File: src/rtl/spi_regstore_pkg.sv
package spi_regstore_pkg;

  localparam logic [7:0] OP_ARM    = 8'h06;
  localparam logic [7:0] OP_STATUS = 8'h05;
  localparam logic [7:0] OP_STORE  = 8'h02;
  localparam logic [7:0] OP_FETCH  = 8'h03;

  typedef enum logic [2:0] {
    PH_OFF,
    PH_OPCODE,
    PH_ARM,
    PH_STATUS,
    PH_STORE,
    PH_FETCH,
    PH_DROP
  } phase_t;

endpackage

File: src/rtl/spi_regstore_sync.sv
module spi_regstore_sync #(
  parameter int                 WIDTH     = 3,
  parameter int                 STAGES    = 2,
  parameter logic [WIDTH-1:0]   RESET_VAL = '0
) (
  input  logic             clk,
  input  logic             rst_n,
  input  logic [WIDTH-1:0] async_in,
  output logic [WIDTH-1:0] level,
  output logic [WIDTH-1:0] rise,
  output logic [WIDTH-1:0] fall
);

  for (genvar g = 0; g < WIDTH; g++) begin : g_bit
    logic [STAGES-1:0] chain_q;
    logic              prev_q;

    always_ff @(posedge clk or negedge rst_n) begin
      if (!rst_n) begin
        chain_q <= {STAGES{RESET_VAL[g]}};
        prev_q  <= RESET_VAL[g];
      end else begin
        chain_q <= {chain_q[STAGES-2:0], async_in[g]};
        prev_q  <= chain_q[STAGES-1];
      end
    end

    assign level[g] = chain_q[STAGES-1];
    assign rise[g]  = chain_q[STAGES-1] & ~prev_q;
    assign fall[g]  = ~chain_q[STAGES-1] & prev_q;
  end

endmodule

File: src/rtl/spi_regstore_frame.sv
module spi_regstore_frame (
  input  logic       clk,
  input  logic       rst_n,
  input  logic       csn_lvl,
  input  logic       csn_fall,
  input  logic       csn_rise,
  input  logic       sck_rise,
  input  logic       sck_fall,
  input  logic       mosi_lvl,
  input  logic [7:0] tx_next,
  output logic       byte_done,
  output logic [7:0] rx_byte,
  output logic       aligned,
  output logic       miso
);

  logic [2:0] bit_cnt_q, bit_cnt_d;
  logic [6:0] rx_q, rx_d;
  logic [7:0] tx_q, tx_d;
  logic       miso_q, miso_d;

  assign byte_done = !csn_lvl && !csn_fall && sck_rise && (bit_cnt_q == 3'd7);
  assign rx_byte   = {rx_q, mosi_lvl};
  assign aligned   = (bit_cnt_q == 3'd0);
  assign miso      = miso_q;

  always_comb begin
    bit_cnt_d = bit_cnt_q;
    rx_d      = rx_q;
    tx_d      = tx_q;
    miso_d    = miso_q;
    if (csn_fall || csn_rise) begin
      bit_cnt_d = 3'd0;
      tx_d      = 8'h00;
      miso_d    = 1'b0;
    end else if (!csn_lvl) begin
      if (sck_rise) begin
        rx_d      = {rx_q[5:0], mosi_lvl};
        bit_cnt_d = bit_cnt_q + 3'd1;
        if (bit_cnt_q == 3'd7) tx_d = tx_next;
      end else if (sck_fall) begin
        miso_d = tx_q[7];
        tx_d   = {tx_q[6:0], 1'b0};
      end
    end
  end

  always_ff @(posedge clk or negedge rst_n) begin
    if (!rst_n) begin
      bit_cnt_q <= 3'd0;
      rx_q      <= 7'd0;
      tx_q      <= 8'h00;
      miso_q    <= 1'b0;
    end else begin
      bit_cnt_q <= bit_cnt_d;
      rx_q      <= rx_d;
      tx_q      <= tx_d;
      miso_q    <= miso_d;
    end
  end

  // the output returns low once select is seen high
  a_r2_idle_low: assert property (@(posedge clk) disable iff (!rst_n)
    csn_rise |=> !miso_q);

  // a new frame starts with a cleared bit count and a low output
  a_r2_frame_start_clean: assert property (@(posedge clk) disable iff (!rst_n)
    csn_fall |=> (bit_cnt_q == 3'd0) && !miso_q);

  // the output moves only after a falling clock or a select edge
  a_r12_miso_on_fall: assert property (@(posedge clk) disable iff (!rst_n)
    !$stable(miso_q) |-> ($past(sck_fall) || $past(csn_rise) || $past(csn_fall)));

endmodule

File: src/rtl/spi_regstore_array.sv
module spi_regstore_array #(
  parameter int MEM_DEPTH = 16,
  localparam int IDX_W    = $clog2(MEM_DEPTH)
) (
  input  logic             clk,
  input  logic             rst_n,
  input  logic             wr_en,
  input  logic [IDX_W-1:0] wr_idx,
  input  logic [7:0]       wr_data,
  input  logic [IDX_W-1:0] rd_idx,
  output logic [7:0]       rd_data
);

  logic [7:0] entry_q [MEM_DEPTH];

  for (genvar e = 0; e < MEM_DEPTH; e++) begin : g_entry
    logic hit;
    assign hit = wr_en && (wr_idx == IDX_W'(e));
    always_ff @(posedge clk or negedge rst_n) begin
      if (!rst_n)   entry_q[e] <= 8'h00;
      else if (hit) entry_q[e] <= wr_data;
    end
  end

  assign rd_data = entry_q[rd_idx];

endmodule

File: src/rtl/spi_regstore_ctrl.sv
module spi_regstore_ctrl
  import spi_regstore_pkg::*;
#(
  parameter int MEM_DEPTH   = 16,
  parameter int BUSY_CYCLES = 300,
  localparam int IDX_W      = $clog2(MEM_DEPTH),
  localparam int CNT_W      = $clog2(BUSY_CYCLES + 1)
) (
  input  logic             clk,
  input  logic             rst_n,
  input  logic             frame_start,
  input  logic             frame_end,
  input  logic             aligned,
  input  logic             byte_done,
  input  logic [7:0]       rx_byte,
  output logic [7:0]       tx_next,
  output logic             mem_we,
  output logic [IDX_W-1:0] mem_widx,
  output logic [7:0]       mem_wdata,
  output logic [IDX_W-1:0] mem_ridx,
  input  logic [7:0]       mem_rdata
);

  phase_t           ph_q, ph_d;
  logic [2:0]       cnt_q, cnt_d;
  logic [7:0]       ahi_q, ahi_d;
  logic [7:0]       alo_q, alo_d;
  logic [7:0]       wdata_q, wdata_d;
  logic             armed_q, armed_d;
  logic             wel_q, wel_d;
  logic [CNT_W-1:0] busy_q, busy_d;
  logic [IDX_W-1:0] ptr_q, ptr_d;
  logic             wip, commit, arm_set;
  logic [7:0]       status_byte;

  assign wip         = (busy_q != '0);
  assign status_byte = {6'b0, wel_q, wip};
  assign commit      = frame_end && (ph_q == PH_STORE) && armed_q && aligned;
  assign arm_set     = frame_end && (ph_q == PH_ARM) && aligned && (cnt_q == 3'd1);

  assign mem_we    = commit;
  assign mem_widx  = IDX_W'({ahi_q, alo_q});
  assign mem_wdata = wdata_q;
  assign mem_ridx  = (cnt_q == 3'd2) ? IDX_W'({ahi_q, rx_byte}) : ptr_q;

  always_comb begin
    tx_next = 8'h00;
    case (ph_q)
      PH_OPCODE: if (rx_byte == OP_STATUS) tx_next = status_byte;
      PH_STATUS: tx_next = status_byte;
      PH_FETCH:  if (cnt_q >= 3'd2) tx_next = mem_rdata;
      default:   tx_next = 8'h00;
    endcase
  end

  always_comb begin
    ph_d    = ph_q;
    cnt_d   = cnt_q;
    ahi_d   = ahi_q;
    alo_d   = alo_q;
    wdata_d = wdata_q;
    armed_d = armed_q;
    ptr_d   = ptr_q;
    wel_d   = wel_q;
    busy_d  = busy_q;

    if (commit)       wel_d = 1'b0;
    else if (arm_set) wel_d = 1'b1;

    if (commit)   busy_d = CNT_W'(BUSY_CYCLES);
    else if (wip) busy_d = busy_q - CNT_W'(1);

    if (frame_start) begin
      ph_d    = PH_OPCODE;
      cnt_d   = 3'd0;
      armed_d = 1'b0;
    end else if (frame_end) begin
      ph_d = PH_OFF;
    end else if (byte_done) begin
      if (cnt_q != 3'd4) cnt_d = cnt_q + 3'd1;
      case (ph_q)
        PH_OPCODE: begin
          if (wip && (rx_byte != OP_STATUS)) ph_d = PH_DROP;
          else begin
            case (rx_byte)
              OP_ARM:    ph_d = PH_ARM;
              OP_STATUS: ph_d = PH_STATUS;
              OP_STORE:  ph_d = wel_q ? PH_STORE : PH_DROP;
              OP_FETCH:  ph_d = PH_FETCH;
              default:   ph_d = PH_DROP;
            endcase
          end
        end
        PH_ARM: ph_d = PH_DROP;
        PH_STORE: begin
          case (cnt_q)
            3'd1: ahi_d = rx_byte;
            3'd2: alo_d = rx_byte;
            3'd3: begin
              wdata_d = rx_byte;
              armed_d = 1'b1;
            end
            default: ;
          endcase
        end
        PH_FETCH: begin
          if (cnt_q == 3'd1)      ahi_d = rx_byte;
          else if (cnt_q == 3'd2) ptr_d = mem_ridx + IDX_W'(1);
          else if (cnt_q >= 3'd3) ptr_d = ptr_q + IDX_W'(1);
        end
        default: ;
      endcase
    end
  end

  always_ff @(posedge clk or negedge rst_n) begin
    if (!rst_n) begin
      ph_q    <= PH_OFF;
      cnt_q   <= 3'd0;
      ahi_q   <= 8'h00;
      alo_q   <= 8'h00;
      wdata_q <= 8'h00;
      armed_q <= 1'b0;
      wel_q   <= 1'b0;
      busy_q  <= '0;
      ptr_q   <= '0;
    end else begin
      ph_q    <= ph_d;
      cnt_q   <= cnt_d;
      ahi_q   <= ahi_d;
      alo_q   <= alo_d;
      wdata_q <= wdata_d;
      armed_q <= armed_d;
      wel_q   <= wel_d;
      busy_q  <= busy_d;
      ptr_q   <= ptr_d;
    end
  end

  // a commit drops the latch and opens the busy window
  a_r8_commit_clears_latch: assert property (@(posedge clk) disable iff (!rst_n)
    commit |=> (!wel_q && wip));

  // busy can only begin right after select rises
  a_r5_busy_from_select: assert property (@(posedge clk) disable iff (!rst_n)
    $rose(wip) |-> $past(frame_end));

  // the latch cannot be set while busy
  a_r9_no_arm_while_busy: assert property (@(posedge clk) disable iff (!rst_n)
    wip |=> !$rose(wel_q));

  // a store commits only with the latch set
  a_r6_store_needs_latch: assert property (@(posedge clk) disable iff (!rst_n)
    commit |-> wel_q);

endmodule

File: src/rtl/spi_regstore.sv
module spi_regstore #(
  parameter int MEM_DEPTH   = 16,
  parameter int BUSY_CYCLES = 300,
  parameter int SYNC_STAGES = 2
) (
  input  logic clk,
  input  logic rst_n,
  input  logic csn,
  input  logic sck,
  input  logic mosi,
  output logic miso
);

  localparam int IDX_W = $clog2(MEM_DEPTH);

  logic [1:0] rst_pipe_q;
  logic       rst_n_int;

  always_ff @(posedge clk or negedge rst_n) begin
    if (!rst_n) rst_pipe_q <= 2'b00;
    else        rst_pipe_q <= {rst_pipe_q[0], 1'b1};
  end
  assign rst_n_int = rst_pipe_q[1];

  logic [2:0] pin_lvl, pin_rise, pin_fall;

  spi_regstore_sync #(
    .WIDTH     (3),
    .STAGES    (SYNC_STAGES),
    .RESET_VAL (3'b100)
  ) u_sync (
    .clk      (clk),
    .rst_n    (rst_n_int),
    .async_in ({csn, sck, mosi}),
    .level    (pin_lvl),
    .rise     (pin_rise),
    .fall     (pin_fall)
  );

  logic             byte_done, aligned;
  logic [7:0]       rx_byte, tx_next;
  logic             mem_we;
  logic [IDX_W-1:0] mem_widx, mem_ridx;
  logic [7:0]       mem_wdata, mem_rdata;

  spi_regstore_frame u_frame (
    .clk       (clk),
    .rst_n     (rst_n_int),
    .csn_lvl   (pin_lvl[2]),
    .csn_fall  (pin_fall[2]),
    .csn_rise  (pin_rise[2]),
    .sck_rise  (pin_rise[1]),
    .sck_fall  (pin_fall[1]),
    .mosi_lvl  (pin_lvl[0]),
    .tx_next   (tx_next),
    .byte_done (byte_done),
    .rx_byte   (rx_byte),
    .aligned   (aligned),
    .miso      (miso)
  );

  spi_regstore_ctrl #(
    .MEM_DEPTH   (MEM_DEPTH),
    .BUSY_CYCLES (BUSY_CYCLES)
  ) u_ctrl (
    .clk         (clk),
    .rst_n       (rst_n_int),
    .frame_start (pin_fall[2]),
    .frame_end   (pin_rise[2]),
    .aligned     (aligned),
    .byte_done   (byte_done),
    .rx_byte     (rx_byte),
    .tx_next     (tx_next),
    .mem_we      (mem_we),
    .mem_widx    (mem_widx),
    .mem_wdata   (mem_wdata),
    .mem_ridx    (mem_ridx),
    .mem_rdata   (mem_rdata)
  );

  spi_regstore_array #(
    .MEM_DEPTH (MEM_DEPTH)
  ) u_array (
    .clk     (clk),
    .rst_n   (rst_n_int),
    .wr_en   (mem_we),
    .wr_idx  (mem_widx),
    .wr_data (mem_wdata),
    .rd_idx  (mem_ridx),
    .rd_data (mem_rdata)
  );

endmodule

File: config.mk
export PLATFORM = sky130hd
export DESIGN_NAME = spi_regstore
export DESIGN_NICKNAME = d
export VERILOG_FILES = /design/src/rtl/spi_regstore_pkg.sv /design/src/rtl/spi_regstore_sync.sv /design/src/rtl/spi_regstore_frame.sv /design/src/rtl/spi_regstore_array.sv /design/src/rtl/spi_regstore_ctrl.sv /design/src/rtl/spi_regstore.sv
export SDC_FILE = /design/constraint.sdc
export NUM_CORES = 1
export LEC_CHECK = 0
export BUFFER_PORTS_ARGS = -buffer_cell sky130_fd_sc_hd__buf_2
export CAP_MARGIN = 20
export CORE_ASPECT_RATIO = 1.5
export CORE_MARGIN = 5
export CORE_UTILIZATION = 40
export DETAILED_ROUTE_END_ITERATION = 10
export SYNTH_ARGS = -nofsm -noshare
export SYNTH_HDL_FRONTEND = slang
export SYNTH_SLANG_ARGS = --single-unit
File: constraint.sdc
create_clock -name clk -period 7.5 [get_ports clk]
set_clock_uncertainty 0.05 [all_clocks]
set_input_delay 0.75 -clock clk [delete_from_list [all_inputs] [get_ports clk]]
set_output_delay 0.75 -clock clk [all_outputs]
set_load 0.02 [all_outputs]
==> results.cfg, run 1 <==
[outcome]
status = completed

[power]
leakage_nw = 4.50
ir_worst_vdd_uv = 160
power_density_nw_per_um2 = 213

[synth]
ys_dominant_reg_cell = sky130_fd_sc_hd__dfrtp_1
synth_cell_type_count = 59
synth_seq_cells = 190
synth.yosys.warnings = 0
synthesized_area_per_cell_um2 = 12.2
synth-edff-count = 0
synthesis.nets = 766
synth_sequential_area_ratio = 0.524
synth.cell_area_um2 = 9070
synth_async_sr_flop_share = 1.00
syn_inst = 745

[routing]
met2WireLength_um = 11800
route.antenna.remaining_nets = 0
drt_wl_total_um = 22200
drt-pass1-iter-count = 7
highest_layer = met4
met3_length_um = 690
drc = 0
detail_route.iter0.violations = 357
num_vias = 5981
m1WireLength_um = 8790
route.detailed.vias_per_inst = 5.84
routed_wire_length_per_instance_um = 21.7

[global_routing]
global_route_wire_length_before_repair_um = 35600
number_of_antenna_violations_at_the_first_check_in_global_routing = 0
grt_pass1_vias = 6317
grt_start_max_net_pins = 73
grt_overflow = 0
grtUsageTotal = 0.178

[clocking]
htree_levels = 4
clock_tree.root_cell = sky130_fd_sc_hd__clkbuf_16
cts_tree = done
clock_latency_ps = 440
cts_made_buffers = 17
ctsResizeCount = 0
cts.reportedPaths.clkPinSlew_ps = 70
cts.repair_timing.setup_buffer_count = 0
ctsLongestPathBuffers = 2
cts_num_sinks = 190
total_of_hold_buffers_inserted_after_clock_tree_synthesis = 0

[sta]
setup_viol = 0
tns_setup_ps = 0
report.final.slew_viol_count = 0
relSlewSlack = 0.220
setup_ws_ps = 3590
layout_min_cycle_time_ps = 3910
timing.fmax_mhz = 256
hold_viol = 0
worst_pin_slew_ps = 1160
rsz0062_at_grt = no
layout_worst_path_cycle_share = 0.522

[final_layout]
final_common_cell = sky130_fd_sc_hd__dfrtp_1
area_growth_syn_to_layout_pct = 8.80
mostFrequentLayoutCells = sky130_fd_sc_hd__dfrtp_1 (186), sky130_fd_sc_hd__mux2_2 (142), sky130_fd_sc_hd__nand2_1 (71), sky130_fd_sc_hd__nor2_1 (33), sky130_fd_sc_hd__mux2i_1 (28)
fin_nets = 757
drive_above_1_share = 0.299
diodes = 0

[place]
place_ws_ps = 3620
place.detailed.hpwl_um = 15300
gp_congestion = 0.890
port_buffers = 5

[floorplan]
top_level_ports = 6
die-area_um2 = 25900
floorplan.core_area_um2 = 22400
standard_cell_rows = 67
initial_util = 0.405
die_h_um = 194
die_w_um = 133

[setup_path]
worst-setup-path-type = register to register
timing.critical_path.required_ps = 7760
reg2reg_from = u_ctrl.cnt_q[0]
cp_max_fo = 45
critPathLaunch = u_ctrl.cnt_q[0]
cp-start-kind = register
crit_path_end_kind = register
crit_arrival_ps = 4180

[worst_hold_path]
hold_path.class = input port to asynchronous set/reset pin

[run]
max_cap_violations = 0
-- cell usage after synthesis, drive strengths merged (6+ instances only) --
cell,instances,area [um2]
mux2i,30,325
a22oi,10,75.1
o21ai,24,120
nand2,71,267
nor3,11,70.1
a31oi,8,50.1
mux2,150,1720
ha,16,200
buf,21,113
a211oi,9,67.6
nand2b,9,56.3
nand3,16,90.1
nand4,6,37.5
xnor2,7,61.3
inv,16,62.6
a21oi,21,105
nor2,45,199
a32oi,11,96.3
dfrtp,187,4680
nand3b,7,60.1
clkbuf,15,57.6
-- cell families after synthesis --
| logic type | count (synthesis) | share of synthesized area |
|---|---|---|
| flip-flops | 190 | 0.524 |
| AND/OR/NAND/NOR | 188 | 0.104 |
| multiplexers | 185 | 0.238 |
| AO/OA/AOI/OAI | 103 | 0.0756 |
| buffers and inverters | 52 | 0.0257 |
| adder cells (fa/ha/maj) | 16 | 0.0221 |
| XOR/XNOR | 10 | 0.00965 |
| other | 1 | 0.000413 |
-- flip-flops by register name, summed over array words and instances, names as in the netlist, 3 cells and up --
signal                flops
u_array.entry_q         128
u_ctrl.alo_q              4
u_ctrl.busy_q             9
u_ctrl.cnt_q              3
u_ctrl.mem_wdata          8
u_ctrl.ph_q               3
u_ctrl.ptr_q              4
u_frame.bit_cnt_q         3
u_frame.rx_q              7
u_frame.tx_q              8
u_sync.g_bit.chain_q      6
-- cell type report --
| class | count | area [um2] |
|---|---|---|
| Tap cell | 276 | 345 |
| Inverter | 16 | 62.6 |
| Sequential cell | 190 | 4760 |
| Fill cell | 2009 | 12500 |
| Clock buffer | 19 | 443 |
| Timing Repair Buffer | 8 | 47.5 |
| Multi-Input combinational cell | 503 | 4080 |
| Clock inverter | 13 | 129 |
-- routing by layer --
| metal | vias up | track usage |
|---|---|---|
| li1 | 2675 | - |
| met1 | 3115 | 0.204 |
| met2 | 141 | 0.317 |
| met3 | 50 | 0.0300 |
| met4 | 0 | 0.0890 |
| met5 | - | 0 |
-- worst max-delay path, stage by stage (launching register included) --
cell and delay [ps]:
sky130_fd_sc_hd__dfrtp_1 440, sky130_fd_sc_hd__inv_1 130, sky130_fd_sc_hd__ha_1 240, sky130_fd_sc_hd__nor2b_1 520, sky130_fd_sc_hd__mux2i_4 870, sky130_fd_sc_hd__inv_2 640, sky130_fd_sc_hd__a211oi_1 340, sky130_fd_sc_hd__a2111oi_0 110
sky130_fd_sc_hd__o31ai_1 320, sky130_fd_sc_hd__a31oi_1 110
-- report_power, final --
part | total (mW) | internal, mW | switching (mW)
Clock | 0.887 | 0.473 | 0.413
Combinational | 0.113 | 0.0465 | 0.0665
Sequential | 1.10 | 1.05 | 0.0531
Total | 2.10 | 1.57 | 0.533
-- metrics by stage --
step	instances	total power, mW	util	cell area (um2)	hold slack (ps)
6_report	1025	2.10	0.441	9870	31.9
5_1_grt	1025	2.18	0.441	9870	21.6
4_1_cts	1025	2.12	0.441	9870	17.1
3_5_place_dp	993	1.24	0.415	9300	285
3_3_place_gp	993	1.23	0.415	9300	285
2_1_floorplan	745	1.20	-	9070	281
-- final timing paths --
path / end / slack (ps) / cells past startpoint
max: u_frame.tx_q[1] / 3590 / 9
max in group asynchronous: u_frame.bit_cnt_q[1] / 5560 / 1
max reg2reg: u_frame.tx_q[1] / 3590 / 9
min in group clk: u_sync.g_bit[0].chain_q[1] / 300 / 0
min: rst_pipe_q[1] / 30 / 1
min reg2reg: u_sync.g_bit[0].chain_q[1] / 300 / 0
No activity file was read; power rests on OpenSTA's default activity.
==> inputs of run 2 (changes only) <==
Clock period 7.5 ns to 3.1 ns, I/O delays scaled along.
==> results.cfg, run 2 (synthesized netlist as in run 1, its figures left out) <==
[setup_path]
r2r-end = u_array.entry_q[76]
worst-setup-path-type = register to register
ff2ff_path_depth = 7
worstPathBufferInverterCount = 0
cp-start-kind = register
crit_path_end_kind = register
reg2reg_from = u_sync.g_bit[2].chain_q[1]
timing.critical_path.slowest_cell_delay_ps = 560
crit_arrival_ps = 3150
cp_max_fo = 10
timing.critical_path.required_ps = 3370
slowest_stage = sky130_fd_sc_hd__dfstp_2
path_cells = ha_1, nand2_1, nor2_1, and3_1, nand3b_2, nor2_2, mux2_2
worst-r2r-setup-slack_ps = 210
path_delay_family = simple AND/OR/NAND/NOR gates

[floorplan]
standard_cell_rows = 67
initial_util = 0.405
die_w_um = 133
die_h_um = 194
floorplan.core_area_um2 = 22400
top_level_ports = 6
die-area_um2 = 25900

[final_layout]
area.sequential_um2 = 4760
largestRegisters = u_array.entry_q (128), u_ctrl.busy_q (9)
mostFrequentLayoutCells = sky130_fd_sc_hd__dfrtp_1 (186), sky130_fd_sc_hd__mux2_2 (142), sky130_fd_sc_hd__nand2_1 (71), sky130_fd_sc_hd__nor2_1 (33), sky130_fd_sc_hd__buf_4 (31)
fillCellCount = 2008
regMostFlops = u_array.entry_q
post_layout_nonfiller_instances = 1059
fin_nets = 791
multi_input_area_um2 = 4080
diodes = 0
largest_reg_flops = 128
drive_above_1_share = 0.323
final_common_cell = sky130_fd_sc_hd__dfrtp_1
area_growth_syn_to_layout_pct = 12.2

[clocking]
cts_tree = done
clock_latency_ps = 440
htree_levels = 4
cts_made_buffers = 17
ctsLongestPathBuffers = 2
clock_tree.root_cell = sky130_fd_sc_hd__clkbuf_16
cts_num_sinks = 190
cts.reportedPaths.clkPinSlew_ps = 70

[sta]
tns_setup_ps = 0
hold_viol = 0
layout_worst_path_cycle_share = 0.931
timing.fmax_mhz = 347
worst_pin_slew_ps = 812
relSlewSlack = 0.459
hold-worst-slack_ps = 136
layout_min_cycle_time_ps = 2890
report.final.slew_viol_count = 0
setup_viol = 0
rsz0062_at_grt = no

[global_routing]
grt_pass1_vias = 6466
grt_start_max_net_pins = 60
global_route_wire_length_before_repair_um = 36300
grtUsageTotal = 0.182
number_of_antenna_violations_at_the_first_check_in_global_routing = 0
grt_overflow = 0

[run]
max_cap_violations = 0

[place]
gp_congestion = 0.961
port_buffers = 5
place.detailed.hpwl_um = 16400
placed_cells_incl_taps = 1023

[power]
power_density_nw_per_um2 = 507
power.switching_mw = 1.23
cellInternalPower_mw = 3.93
clkPwrFrac = 0.424
ir_worst_vdd_uv = 332
comb_power_share = 0.062
netSwitchingFraction = 0.239
seqPwrFrac = 0.514
leakage_nw = 4.69

[outcome]
status = completed

[routing]
route.antenna.remaining_nets = 0
drc = 0
route.detailed.vias_per_inst = 5.73
detail_route.iter0.violations = 462
routed_wire_length_per_instance_um = 21.6
drt-pass1-iter-count = 6
num_vias = 6065
drt_wl_total_um = 22900

[worst_hold_path]
hold_path.class = input port to asynchronous set/reset pin
==> run 2: cell count changes in the layout (fill, tap and decap cells not counted), sizes merged <==
| cell | before | now |
|---|---|---|
| bufinv | 1 | 2 |
| buf | 8 | 38 |
| inv | 21 | 17 |
| clkbuf | 19 | 22 |
| dlygate4sd3 | 0 | 4 |
==> run 2: worst max-delay path by stage <==
stage | start | end | slack, ps | cells after the start
global route | u_sync.g_bit[2].chain_q[1] | u_array.entry_q[72] | 40 | 7
floorplan | u_ctrl.cnt_q[0] | u_ctrl.ptr_q[1] | 580 | 10
detailed placement | u_sync.g_bit[2].chain_q[1] | u_array.entry_q[73] | 210 | 7
finish | u_sync.g_bit[2].chain_q[1] | u_array.entry_q[76] | 210 | 7
global placement | u_sync.g_bit[2].chain_q[1] | u_array.entry_q[76] | 270 | 7
CTS | u_sync.g_bit[2].chain_q[1] | u_array.entry_q[73] | 180 | 7
==> run 2: per-layer routing <==
layer | up-vias | GRT usage | part of all wire
met2 | 178 | 0.307 | 0.51
met5 | - | 0 | 0
met3 | 49 | 0.0303 | 0.037
li1 | 2729 | - | -
met1 | 3109 | 0.220 | 0.40
met4 | 0 | 0.103 | 0.049
==> run 2: cell type report <==
| cell class | count | share of cell area |
|---|---|---|
| sequential | 190 | 0.468 |
| inverter | 16 | 0.00615 |
| timing repair buffer | 42 | 0.0332 |
| clock buffer | 22 | 0.0466 |
| tap | 276 | 0.0339 |
| multi-input combinational | 503 | 0.401 |
| clock inverter | 10 | 0.0111 |
==> run 2: metrics by stage <==
stage	power, mW	utilization	area (um2)	worst slack, ps
global placement	2.99	0.427	9550	268
finish	5.16	0.455	10200	214
global route	5.35	0.455	10200	41.9
detailed placement	3.02	0.427	9550	213
CTS	5.22	0.455	10200	183
floorplan	2.89	-	9080	580
==> run 2: power by group through the flow <==
stage	clock network, mW	logic (mW)	registers, mW
after global placement	0	0.303	2.69
after floorplan	0	0.230	2.66
after global routing	2.33	0.360	2.66
after detailed placement	0	0.319	2.70
after CTS	2.24	0.325	2.65
final	2.19	0.320	2.65
==> run 2: what timing repair did <==
action,CTS,global route
setup buffers,0,0
hold buffers,4,0
gates resized for setup,0,0
hold endpoints to repair,5,0
==> inputs of run 3 (changes only) <==
Settings changed: SYNTH_HIERARCHICAL set to 1.
==> results.cfg, run 3 <==
[clocking]
cts_num_sinks = 190
ctsLongestPathBuffers = 2
cts_made_buffers = 17
htree_levels = 4
clock_latency_ps = 430
cts_tree = done
clock_tree.root_cell = sky130_fd_sc_hd__clkbuf_16
cts.reportedPaths.clkPinSlew_ps = 70

[power]
cellInternalPower_mw = 3.85
clkPwrFrac = 0.439
netSwitchingFraction = 0.227
comb_power_share = 0.041
seqPwrFrac = 0.520
power_density_nw_per_um2 = 493
power.switching_mw = 1.13
ir_worst_vdd_uv = 356
leakage_nw = 4.81

[setup_path]
slowest_stage = sky130_fd_sc_hd__mux4_2
path_delay_family = multiplexers
cp-start-kind = register
cp_max_fo = 11
crit_arrival_ps = 3170
crit_path_end_kind = register
worst-setup-path-type = register to register
path_cells = inv_1, ha_1, nand2b_1, mux2_4, buf_4, buf_12, mux4_2, a22oi_1, nand2_1, a22o_1, mux2i_1, or3_1, a21oi_1
worstPathBufferInverterCount = 3
timing.critical_path.slowest_cell_delay_ps = 440
timing.critical_path.required_ps = 3340

[sta]
timing.fmax_mhz = 342
layout_worst_path_cycle_share = 0.944
layout_min_cycle_time_ps = 2930
relSlewSlack = 0.387
report.final.slew_viol_count = 0
rsz0062_at_grt = no
setup_viol = 0
hold_viol = 0
tns_setup_ps = 0
worst_pin_slew_ps = 893

[routing]
drt-pass1-iter-count = 4
detail_route.iter0.violations = 276
drc = 0
route.antenna.remaining_nets = 0
route.detailed.vias_per_inst = 5.57
num_vias = 5279
routed_wire_length_per_instance_um = 20.9
drt_wl_total_um = 19800

[floorplan]
die-area_um2 = 25800
initial_util = 0.405
die_w_um = 133
die_h_um = 194
standard_cell_rows = 67
floorplan.core_area_um2 = 22300
top_level_ports = 6

[synth]
synth.yosys.warnings = 6
synthesis.nets = 653
syn_inst = 638
synthesized_area_per_cell_um2 = 14.2
synth.cell_area_um2 = 9040

[final_layout]
fin_nets = 673
final_common_cell = sky130_fd_sc_hd__dfrtp_1
drive_above_1_share = 0.390
largest_reg_flops = 128
largestRegisters = u_array/entry_q (128), u_ctrl/busy_q (9)
diodes = 0
post_layout_nonfiller_instances = 947
mostFrequentLayoutCells = sky130_fd_sc_hd__dfrtp_1 (186), sky130_fd_sc_hd__mux2_2 (150), sky130_fd_sc_hd__buf_4 (26), sky130_fd_sc_hd__nor2_1 (21)
area_growth_syn_to_layout_pct = 11.7
regMostFlops = u_array/entry_q

[global_routing]
global_route_wire_length_before_repair_um = 32400
grtUsageTotal = 0.161
grt_overflow = 0
number_of_antenna_violations_at_the_first_check_in_global_routing = 0
grt_pass1_vias = 5777
grt_start_max_net_pins = 69

[place]
place.detailed.hpwl_um = 14000
port_buffers = 5
placed_cells_incl_taps = 907
gp_congestion = 0.865

[outcome]
status = completed

[worst_hold_path]
hold_path.class = input port to asynchronous set/reset pin

[run]
max_cap_violations = 0
## run 3: power groups by stage
stage,registers (mW),clock network [mW],logic [mW]
3_3_place_gp,2.63,0,0.196
2_1_floorplan,2.63,0,0.141
6_report,2.59,2.19,0.203
5_1_grt,2.60,2.33,0.230
4_1_cts,2.59,2.25,0.206
3_5_place_dp,2.64,0,0.201
## run 3: cell type report
type / count / area [um2]
Timing Repair Buffer: 39 / 340
Multi-Input combinational cell: 398 / 4010
Inverter: 12 / 45.0
Clock inverter: 11 / 130
Tap cell: 276 / 345
Sequential cell: 190 / 4760
Clock buffer: 21 / 460
Fill cell: 1960 / 12200
## run 3: path summary, 6_finish.rpt
path / from / to / slack (ps) / cells past startpoint
worst min register to register: u_sync/g_bit[0].chain_q[0] / u_sync/g_bit[0].chain_q[1] / 300 / 0
max in group asynchronous: rst_pipe_q[1] / u_frame/tx_q[6] / 1760 / 1
worst min-delay path: rst_n / rst_pipe_q[1] / 120 / 2
worst max register to register: u_ctrl/cnt_q[0] / u_frame/tx_q[1] / 170 / 13
min in group clk: u_sync/g_bit[0].chain_q[0] / u_sync/g_bit[0].chain_q[1] / 300 / 0
worst max-delay path: u_ctrl/cnt_q[0] / u_frame/tx_q[1] / 170 / 13
## run 3: per-stage QoR
| step | area [um2] | power (mW) | worst slack (ps) | hold slack, ps | util |
|---|---|---|---|---|---|
| 2_1_floorplan | 9040 | 2.77 | 212 | -35.6 | - |
| 3_3_place_gp | 9430 | 2.83 | 21.9 | 46.4 | 0.423 |
| 3_5_place_dp | 9430 | 2.84 | -15.1 | 46.4 | 0.423 |
| 4_1_cts | 10100 | 5.05 | 120 | 107 | 0.451 |
| 5_1_grt | 10100 | 5.16 | 29.1 | 108 | 0.453 |
| 6_report | 10100 | 4.98 | 172 | 124 | 0.453 |
## run 3: per-layer routing
layer  GRT usage  vias to the layer above  routed length [um]
li1            -                     2390                   -
met3      0.0254                       31                 522
met4      0.0632                        0                 553
met2       0.294                       89               10800
met5           0                        -                   0
met1       0.188                     2769                7970
## run 3: what timing repair did
item | 4_1_cts | 5_1_grt
setup endpoints to repair | 3 | 6
gates resized for setup | 1 | 1
endpoints found under the hold margin | 5 | 0
buffers inserted | 0 | 4
hold buffers | 4 | 0
